==> config.mk <==
export PLATFORM = sky130hd
export DESIGN_NAME = tlb_walker_top
export DESIGN_NICKNAME = d
export VERILOG_FILES = /design/src/rtl/tlbPkg.sv /design/src/rtl/tlb_datapath.sv /design/src/rtl/tlb_control.sv /design/src/rtl/tlb_walker_top.sv
export SDC_FILE = /design/constraint.sdc
export NUM_CORES = 2
export LEC_CHECK = 0
export ABC_AREA = 1
export BUFFER_PORTS_ARGS = -buffer_cell sky130_fd_sc_hd__buf_4
export CAP_MARGIN = 20
export CORE_ASPECT_RATIO = 0.5
export CORE_MARGIN = 4
export CORE_UTILIZATION = 40
export CTS_CLUSTER_DIAMETER = 150
export CTS_CLUSTER_SIZE = 8
export DETAILED_ROUTE_END_ITERATION = 12
export HOLD_SLACK_MARGIN = 0.02
export MAX_ROUTING_LAYER = met4
export PLACE_DENSITY = 0.69
export SYNTH_ARGS = -nofsm -noshare
export SYNTH_HDL_FRONTEND = slang
export SYNTH_SLANG_ARGS = --single-unit
==> constraint.sdc <==
create_clock -name clk -period 4.88 [get_ports clk]
set_input_delay 0.976 -clock clk [delete_from_list [all_inputs] [get_ports clk]]
set_output_delay 0.976 -clock clk [all_outputs]
set_load 0.01 [all_outputs]
==> src/rtl/tlbPkg.sv <==
package tlbPkg;
  typedef enum logic [2:0] {
    ST_IDLE,
    ST_FETCH,
    ST_WBACK,
    ST_FILL,
    ST_FAULT
  } walkState_t;

  typedef struct packed {
    logic latchVictim;
    logic capture;
    logic install;
    logic access;
    logic selWb;
  } tlbCtrl_t;
endpackage

==> src/rtl/tlb_datapath.sv <==
module tlb_datapath
  import tlbPkg::*;
#(
  parameter int ENTRIES = 16,
  parameter int ADDR_W  = 32,
  parameter int OFF_W   = 12
) (
  input  logic              clk,
  input  logic              rstN,
  input  tlbCtrl_t          ctrl,
  input  logic [ADDR_W-1:0] reqVaddr,
  input  logic              reqWrite,
  input  logic [ADDR_W-1:0] ptBase,
  input  logic              clearRef,
  input  logic              invalAll,
  input  logic [ADDR_W-1:0] memRdata,
  output logic              hit,
  output logic [ADDR_W-1:0] respPaddr,
  output logic              victimDirty,
  output logic [ADDR_W-1:0] memAddr,
  output logic [ADDR_W-1:0] memWdata
);
  localparam int IDX_W = $clog2(ENTRIES);
  localparam int VPN_W = ADDR_W - OFF_W;
  localparam int PAD_W = OFF_W - 3;

  logic [ENTRIES-1:0] validQ, refQ, dirtyQ, match;
  logic [VPN_W-1:0]   vpnQ [ENTRIES];
  logic [VPN_W-1:0]   ppnQ [ENTRIES];
  logic [VPN_W-1:0]   reqVpn, missVpnQ, addrVpn;
  logic [IDX_W-1:0]   hitIdx, freeIdx, victimQ, rrQ;
  logic               anyFree, usedRrQ;
  logic [ADDR_W-1:0]  fetchedQ;

  assign reqVpn = reqVaddr[ADDR_W-1:OFF_W];

  for (genvar g = 0; g < ENTRIES; g++) begin : gCompare
    assign match[g] = validQ[g] && (vpnQ[g] == reqVpn);
  end

  always_comb begin
    hitIdx = '0;
    for (int i = 0; i < ENTRIES; i++)
      if (match[i]) hitIdx = IDX_W'(i);
  end

  always_comb begin
    freeIdx = '0;
    for (int i = ENTRIES - 1; i >= 0; i--)
      if (!validQ[i]) freeIdx = IDX_W'(i);
  end

  assign anyFree     = ~&validQ;
  assign hit         = |match;
  assign respPaddr   = {ppnQ[hitIdx], reqVaddr[OFF_W-1:0]};
  assign victimDirty = validQ[victimQ] && dirtyQ[victimQ];
  assign addrVpn     = ctrl.selWb ? vpnQ[victimQ] : missVpnQ;
  assign memAddr     = ptBase + (ADDR_W'(addrVpn) << 2);
  assign memWdata    = {ppnQ[victimQ], PAD_W'(0), dirtyQ[victimQ], refQ[victimQ], 1'b1};

  always_ff @(posedge clk) begin
    if (!rstN) begin
      validQ   <= '0;
      refQ     <= '0;
      dirtyQ   <= '0;
      victimQ  <= '0;
      rrQ      <= '0;
      usedRrQ  <= 1'b0;
      missVpnQ <= '0;
      fetchedQ <= '0;
      for (int i = 0; i < ENTRIES; i++) begin
        vpnQ[i] <= '0;
        ppnQ[i] <= '0;
      end
    end else begin
      if (ctrl.latchVictim) begin
        victimQ  <= anyFree ? freeIdx : rrQ;
        usedRrQ  <= !anyFree;
        missVpnQ <= reqVpn;
      end
      if (ctrl.capture) fetchedQ <= memRdata;
      if (clearRef) refQ <= '0;
      if (ctrl.access) begin
        refQ[hitIdx] <= 1'b1;
        if (reqWrite) dirtyQ[hitIdx] <= 1'b1;
      end
      if (ctrl.install) begin
        validQ[victimQ] <= 1'b1;
        vpnQ[victimQ]   <= missVpnQ;
        ppnQ[victimQ]   <= fetchedQ[ADDR_W-1:OFF_W];
        refQ[victimQ]   <= 1'b0;
        dirtyQ[victimQ] <= 1'b0;
        if (usedRrQ) rrQ <= (rrQ == IDX_W'(ENTRIES - 1)) ? '0 : rrQ + 1'b1;
      end
      if (invalAll) validQ <= '0;
    end
  end

  // a virtual page is never cached twice
  assert_single_match_R2: assert property (@(posedge clk) disable iff (!rstN)
    $onehot0(match));
  // a store hit leaves the entry modified
  assert_store_dirty_R6: assert property (@(posedge clk) disable iff (!rstN)
    ctrl.access && reqWrite |=> dirtyQ[$past(hitIdx)]);
  // flush empties the array
  assert_flush_empty_R10: assert property (@(posedge clk) disable iff (!rstN)
    invalAll |=> validQ == '0);
  // install makes the walked page resident in the chosen slot
  assert_install_lands_R4: assert property (@(posedge clk) disable iff (!rstN)
    ctrl.install && !invalAll |=> validQ[$past(victimQ)] && vpnQ[$past(victimQ)] == $past(missVpnQ));
endmodule

==> src/rtl/tlb_control.sv <==
module tlb_control
  import tlbPkg::*;
(
  input  logic     clk,
  input  logic     rstN,
  input  logic     reqValid,
  input  logic     hit,
  input  logic     memDone,
  input  logic     pteOk,
  input  logic     victimDirty,
  output tlbCtrl_t ctrl,
  output logic     reqReady,
  output logic     respFault,
  output logic     memValid,
  output logic     memWe
);
  walkState_t stateQ, stateD;

  always_comb begin
    stateD    = stateQ;
    ctrl      = '0;
    reqReady  = 1'b0;
    respFault = 1'b0;
    memValid  = 1'b0;
    memWe     = 1'b0;
    case (stateQ)
      ST_IDLE: if (reqValid) begin
        if (hit) begin
          reqReady    = 1'b1;
          ctrl.access = 1'b1;
        end else begin
          ctrl.latchVictim = 1'b1;
          stateD           = ST_FETCH;
        end
      end
      ST_FETCH: begin
        memValid = 1'b1;
        if (memDone) begin
          ctrl.capture = 1'b1;
          stateD = !pteOk ? ST_FAULT : (victimDirty ? ST_WBACK : ST_FILL);
        end
      end
      ST_WBACK: begin
        memValid   = 1'b1;
        memWe      = 1'b1;
        ctrl.selWb = 1'b1;
        if (memDone) stateD = ST_FILL;
      end
      ST_FILL: begin
        ctrl.install = 1'b1;
        stateD       = ST_IDLE;
      end
      ST_FAULT: begin
        reqReady  = 1'b1;
        respFault = 1'b1;
        if (reqValid) stateD = ST_IDLE;
      end
      default: stateD = ST_IDLE;
    endcase
  end

  always_ff @(posedge clk) begin
    if (!rstN) stateQ <= ST_IDLE;
    else       stateQ <= stateD;
  end

  // a pending memory request is held until completion
  assert_mem_held_R11: assert property (@(posedge clk) disable iff (!rstN)
    memValid && !memDone |=> memValid);
  // a fault is only answered after a completed table read
  assert_fault_after_read_R5: assert property (@(posedge clk) disable iff (!rstN)
    $rose(respFault) |-> $past(memDone) && $past(memValid) && !$past(memWe));
endmodule

==> src/rtl/tlb_walker_top.sv <==
module tlb_walker_top
  import tlbPkg::*;
#(
  parameter int ENTRIES = 16,
  parameter int ADDR_W  = 32,
  parameter int OFF_W   = 12
) (
  input  logic              clk,
  input  logic              rstN,
  input  logic              reqValid,
  input  logic [ADDR_W-1:0] reqVaddr,
  input  logic              reqWrite,
  output logic              reqReady,
  output logic [ADDR_W-1:0] respPaddr,
  output logic              respFault,
  input  logic [ADDR_W-1:0] ptBase,
  input  logic              clearRef,
  input  logic              invalAll,
  output logic              memValid,
  output logic              memWe,
  output logic [ADDR_W-1:0] memAddr,
  output logic [ADDR_W-1:0] memWdata,
  input  logic              memDone,
  input  logic [ADDR_W-1:0] memRdata
);
  tlbCtrl_t ctrl;
  logic     hit, victimDirty;

  tlb_control uCtrl (
    .clk(clk), .rstN(rstN), .reqValid(reqValid), .hit(hit), .memDone(memDone),
    .pteOk(memRdata[0]), .victimDirty(victimDirty), .ctrl(ctrl),
    .reqReady(reqReady), .respFault(respFault), .memValid(memValid), .memWe(memWe)
  );

  tlb_datapath #(.ENTRIES(ENTRIES), .ADDR_W(ADDR_W), .OFF_W(OFF_W)) uPath (
    .clk(clk), .rstN(rstN), .ctrl(ctrl), .reqVaddr(reqVaddr), .reqWrite(reqWrite),
    .ptBase(ptBase), .clearRef(clearRef), .invalAll(invalAll), .memRdata(memRdata),
    .hit(hit), .respPaddr(respPaddr), .victimDirty(victimDirty),
    .memAddr(memAddr), .memWdata(memWdata)
  );

  // a faulting answer never coincides with memory traffic or an install
  assert_fault_quiet_R5: assert property (@(posedge clk) disable iff (!rstN)
    respFault |-> !memValid && !ctrl.install);
  // address of a pending request does not move
  assert_addr_stable_R11: assert property (@(posedge clk) disable iff (!rstN)
    memValid && !memDone |=> $stable(memAddr));
endmodule

# == Word level (Yosys, flattened, before mapping) ==
# Memories as Yosys holds them, arrays and structs flattened. A register that Yosys moved wholly into a read port is not among the register bits.
# Index checks and enable logic that the tools add are counted.
# classes
addsub,2
multipliers,0
div_mod_pow,0
order_cmp,4
n_eq_ne,26
shift,0
muxes,88
bitwise,7
n_reduce_logical,28
# ops
op,count
20-bit == test,16
4-bit 2-to-1 mux,38
16-bit 2-to-1 mux,9
20-bit 2-to-1 mux,3
16-bit OR,3
20-bit OR reduction,2
32-bit by 22-bit adder with 32-bit output,1
16-bit bitwise AND,2
1-bit 2-to-1 mux,25
1-bit logical AND,19
3-bit 2-to-1 mux,6
16-bit inverter,1
16-bit AND reduction,1
16-bit OR reduction,1
1-bit binary-select mux with 4-bit select,3
3-bit case mux with 4 select lines,1
"4-bit by 5-bit less-than comparator with 1-bit output, second input constant",2
"2-bit inequality test, second input constant",5
1-bit demux with 4-bit select,2
"4-bit by 1-bit greater-or-equal comparator with 1-bit output, second input constant",2
"3-bit by 2-bit == test with 1-bit output, second input constant",2
5-bit AND reduction,1
"4-bit by 1-bit adder with 4-bit output, second input constant",1
"4-bit == test, second input constant",1
7 further kinds,8
# word_totals
register_bits,112
latchBits,0
ram_bits,640
mem_bits_ro,0
input_bits,103
output_inout_bits,100
elab_cells,166
n_memories,2
# mem_list
name,words,word_bits,read_ports,rd_clocked_by_memory_dff,wr,line_no,rtl
uPath.ppnQ,16,20,2,1,16,tlb_datapath.sv:29,logic [VPN_W-1:0] ppnQ [ENTRIES];
uPath.vpnQ,16,20,17,1,16,tlb_datapath.sv:28,logic [VPN_W-1:0] vpnQ [ENTRIES];

# == Logic depth before layout (Yosys ltp) ==
# An unclocked memory read counts as a cell.
# logic_depth
depth_word,28
ltp_mapped,31
mapped_depth_nobuf,28

# == Hierarchy ==
# A second synthesis with hierarchy kept.
# unflattened
hier_cells,5607
area_unflattened_um2,44079.8
# modules_own_cells
module,n_inst,cells_each,area_per_inst_um2,seq_area_each_um2
tlb_datapath,1,5562,43814.5,21240.4
tlb_control,1,45,265.3,60.1

# == Worst setup path after synthesis ==
# OpenSTA, ideal clock, no wires.
# synth_path
path_kind,register to output
startpoint,reg (tool-made name)
endpoint,out memAddr[30]
arrival_time_ns,4.035
t_required_ns,3.904
setup_slack_ns,-0.131
stages_incl_launch_ff,24
path_buffers,3
cell_sequence,dfxtp_1 -> clkbuf_1 -> clkbuf_1 -> clkbuf_1 -> nand2_1 -> o21ai_0 -> a21oi_1 -> a21oi_1 -> o21ai_0 -> a22oi_1 -> ha_1 -> inv_1 -> fa_1 -> o21ai_1 -> a21oi_1 -> inv_1 -> a21oi_1 -> o21ai_1 -> a21oi_1 -> o21ai_1 -> a21oi_1 -> o21ai_1 -> nand4_1 -> xnor2_1
# synth_rtl
item,line_no,rtl
end: declaration,tlb_walker_top.sv:21,"output logic [ADDR_W-1:0] memAddr,"

==> results by group <==
Timing
  • Worst slew pin tran: around 1.1 ns
  • Slew margin rel.: a little under a quarter
  • Clock Skew: around 0.027 ns
  • Post-route setup TNS: -13.66 ns
  • Unrepaired setup endpoints after global routing: true
  • Fin crit period: 5.56 ns
  • Achievable clock frequency: roughly 180 MHz
  • Final setup fails: 42
  • Slew Limit Fails: 0
  • Final period util: 114%
  • Fin worst setup slack: -0.683 ns
  • Endpoints failing hold: 0

Pwr
  • Power density over cell area: around 420 nW/um^2
  • Peak VDD IR: 0.311 mV
  • Pleak: 22.6 nW

Layout
  • Final Non-Filler Cells: approximately 7700
  • Layout area overhead: 29.2%
  • Fin area: 57400 sq um
  • Layout Nets: ~6300
  • Share of layout cells above drive strength 1: a little over a fifth

Floorplan
  • I/O pin cnt: a little over 200
  • Core ar.: around 110000 sq um
  • DIE HEIGHT: around 240 um
  • Die area: 117000 sq um
  • Row cnt: 86
  • Die span in x: approximately 480 um
  • Starting Density: between 40% and 50%

Synth
  • Synth Area in Adders: less than 1%
  • Syn avg cell area: 7.89 sq um
  • Yosys reg bits: between 700 and 800
  • Top FF cell, synth: edfxtp_1
  • Warnings, synthesis: 0
  • Synth area leaders: edfxtp_1, nor2_1, nand2_1
  • Post-Synth XOR/XNOR Area: 2.15%
  • Main combinational cell family by area after synthesis: simple AND/OR/NAND/NOR gates
  • Mapped Area: between 40000 and 50000 sq um
  • Post-synthesis simple-gate area fraction: between 20% and 30%
  • Async S/R FF share, synth: 0%
  • Seq/Total Area, Yosys: a little under half
  • Library cells used by synthesis: 65
  • Multiplexer share of the synthesized area: 0%
  • Post-synth EDFFs: between 600 and 700
  • Post-synthesis compound-gate area fraction: around 13%
  • Mapped Cells: 5630
  • Area share of the largest cell type after synthesis: about 43%
  • Synth area leader: edfxtp_1

Worst setup path
  • Setup crit end kind: output pin
  • Worst reg2reg startpoint: uPath.vpnQ[8][0]
  • CP required: 3.90 ns
  • R2R setup slack: 1.39 ns
  • RR Endpoint: uPath.refQ[10]
  • Crit path DAT: roughly 4.6 ns
  • Reg2reg path depth: 21
  • CP Launch Type: register
  • CP Class: register to output pin
  • Crit-path max FO: 4

GRT
  • Total gr overflow: 0
  • Aggregate global-route resource usage: 35.4%
  • Initial antenna violation count: 2
  • First-pass GRT wire length: around 300000 um
  • Largest net degree at the start of global routing: 92
  • Number of global-route vias before repair: 43000

Routing
  • ANT nets after route: 0
  • DRT iter0 DRCs: 8010
  • Vias post-DR: ~47000
  • Drt first pass iters: 9
  • WL final: 210000 um
  • Wirelength per Cell: about 27 um
  • Via/cell ratio: roughly 6.1
  • # DRC: 0

CTS
  • H-tree levels: 3
  • Hold buffer count at CTS: 0
  • Root Driver: clkbuf_16
  • Clk sinks: about 740
  • CTS buffer count: roughly 100
  • CTS tree: done
  • Clock slew at reported path FFs: ~0.050 ns
  • Worst skew pair latency: 0.74 ns
  • Maximum root-to-sink buffer count: 3

Place
  • Gpl congestion: about 1.1
  • Count of buffers from port buffering: around 150
  • Placed cells: 7385
  • Worst slack at placement: -0.403 ns
  • DP HPWL: roughly 140000 um
  • Placed instance area: 50400 sq um

Status
  • Failing checks: setup timing
  • Status: complete, but fails checks

Min path
  • Hold WC Path Type: register to register
  • Hold path depth: 2
  • Min-delay src: uPath.dirtyQ[5]
  • Hold EP: uPath.dirtyQ[5]

Job
  • MaxCap Viol Count: 0
==> layer usage <==
layer	share of wire, %	vias to the layer above	GRT usage, %
met4	6.3	0	17.6
li1	-	20300	-
met5	0	-	-
met2	42	3756	51.0
met1	38	22000	46.4
met3	14	788	8.73
==> sequential cells by signal (all words and copies together), names as in the netlist, named ones only <==
signal,count
uPath.fetchedQ,20
uPath.usedRrQ,1
uPath.rrQ,4
uPath.missVpnQ,20
uPath.ppnQ,320
uCtrl.stateQ,3
uPath.refQ,16
uPath.validQ,16
uPath.victimQ,4
uPath.dirtyQ,16
uPath.vpnQ,320
==> Yosys cell counts (all sizes together) (4+ instances only) <==
cell	n
nor2	1207
nand2	829
edfxtp	640
o21ai	473
inv	441
nand3	359
clkbuf	279
nand4	247
a21oi	228
buf	154
dfxtp	104
o221ai	68
o22ai	60
nor3	56
o211ai	55
xnor2	55
nor4	54
xor2	54
or2	53
clkinv	42
nand3b	32
a22oi	29
a31oi	28
ha	21
nor3b	14
o2111ai	10
a211oi	7
o21a	4
==> report_power, final <==
| group | internal (W) | switching [W] |
|---|---|---|
| Sequential | 0.00727 | 0.000264 |
| Combinational | 0.00348 | 0.00621 |
| Clock | 0.00387 | 0.00301 |
| Total | 0.0146 | 0.00949 |
==> through the flow <==
stage,power (W),util [%],hold WS [ns]
finish,0.0241,52.1,0.449
global route,0.0248,52.1,0.474
CTS,0.0234,51.1,0.452
detailed placement,0.0160,45.8,0.445
global placement,0.0159,45.7,0.440
floorplan,0.0117,-,0.430
==> area by class of cell <==
class / count / area (sq um)
Clock buffer: 159 / 2770
Timing Repair Buffer: 820 / 8500
Tap cell: 1496 / 1870
Inverter: 483 / 1910
Multi-Input combinational cell: 3978 / 20800
Clock inverter: 7 / 151
Sequential cell: 744 / 21300
Fill cell: 10300 / 52800
Timing Repair inverter: 2 / 28.8
Antenna cell: 3 / 7.51
==> cells by family after synthesis <==
| family | count (synthesis) |
|---|---|
| buffers and inverters | 916 |
| other | 2 |
| AND/OR/NAND/NOR | 2860 |
| XOR/XNOR | 109 |
| flip-flops | 744 |
| AO/OA/AOI/OAI | 977 |
| adder cells (fa/ha/maj) | 22 |
==> critical path, cell delays in order (launching register included) <==
cell and delay (ns):
dfxtp_4 0.41, buf_12 0.17, buf_16 0.13, nor2_4 0.04, o211ai_1 0.32, a31oi_1 0.15
a22oi_1 0.18, buf_4 0.22, ha_4 0.16, inv_2 0.04, fa_2 0.38, o21ai_4 0.18
a21oi_2 0.07, inv_1 0.06, a21oi_2 0.06, o21ai_2 0.16, a21oi_2 0.10, o21ai_2 0.20
a21oi_2 0.10, o21ai_2 0.21, buf_6 0.14, nand4_1 0.09, xnor2_1 0.14, buf_4 0.14
==> worst max-delay path by stage <==
| stage | to | from | depth (start not counted) |
|---|---|---|---|
| CTS | memAddr[30] | register | 24 |
| global route | memAddr[15] | register | 26 |
| finish | memAddr[30] | register | 23 |
| floorplan | memAddr[30] | register | 23 |
| detailed placement | respPaddr[18] | reqVaddr[23] | 30 |
| global placement | respPaddr[29] | reqVaddr[16] | 26 |
==> placed cells by master, fill, tap and decap left out, drive strengths merged, types with 54 or more instances in the layout <==
cell	instances
inv	443
xnor2	55
nor3	56
nor4	54
o221ai	68
nand3	359
o22ai	60
clkbuf	168
buf	809
nor2	1207
o211ai	55
a21oi	228
xor2	54
o21ai	473
edfxtp	640
dfxtp	104
nand2	829
nand4	247
==> repair_timing <==
action                                  CTS  global route
gates resized for setup                 400           209
gates cloned                             25            11
setup buffers                            80            40
endpoints found under the setup margin   43            43
pin swaps                               171           216
No activity file was read; power rests on OpenSTA's default activity.
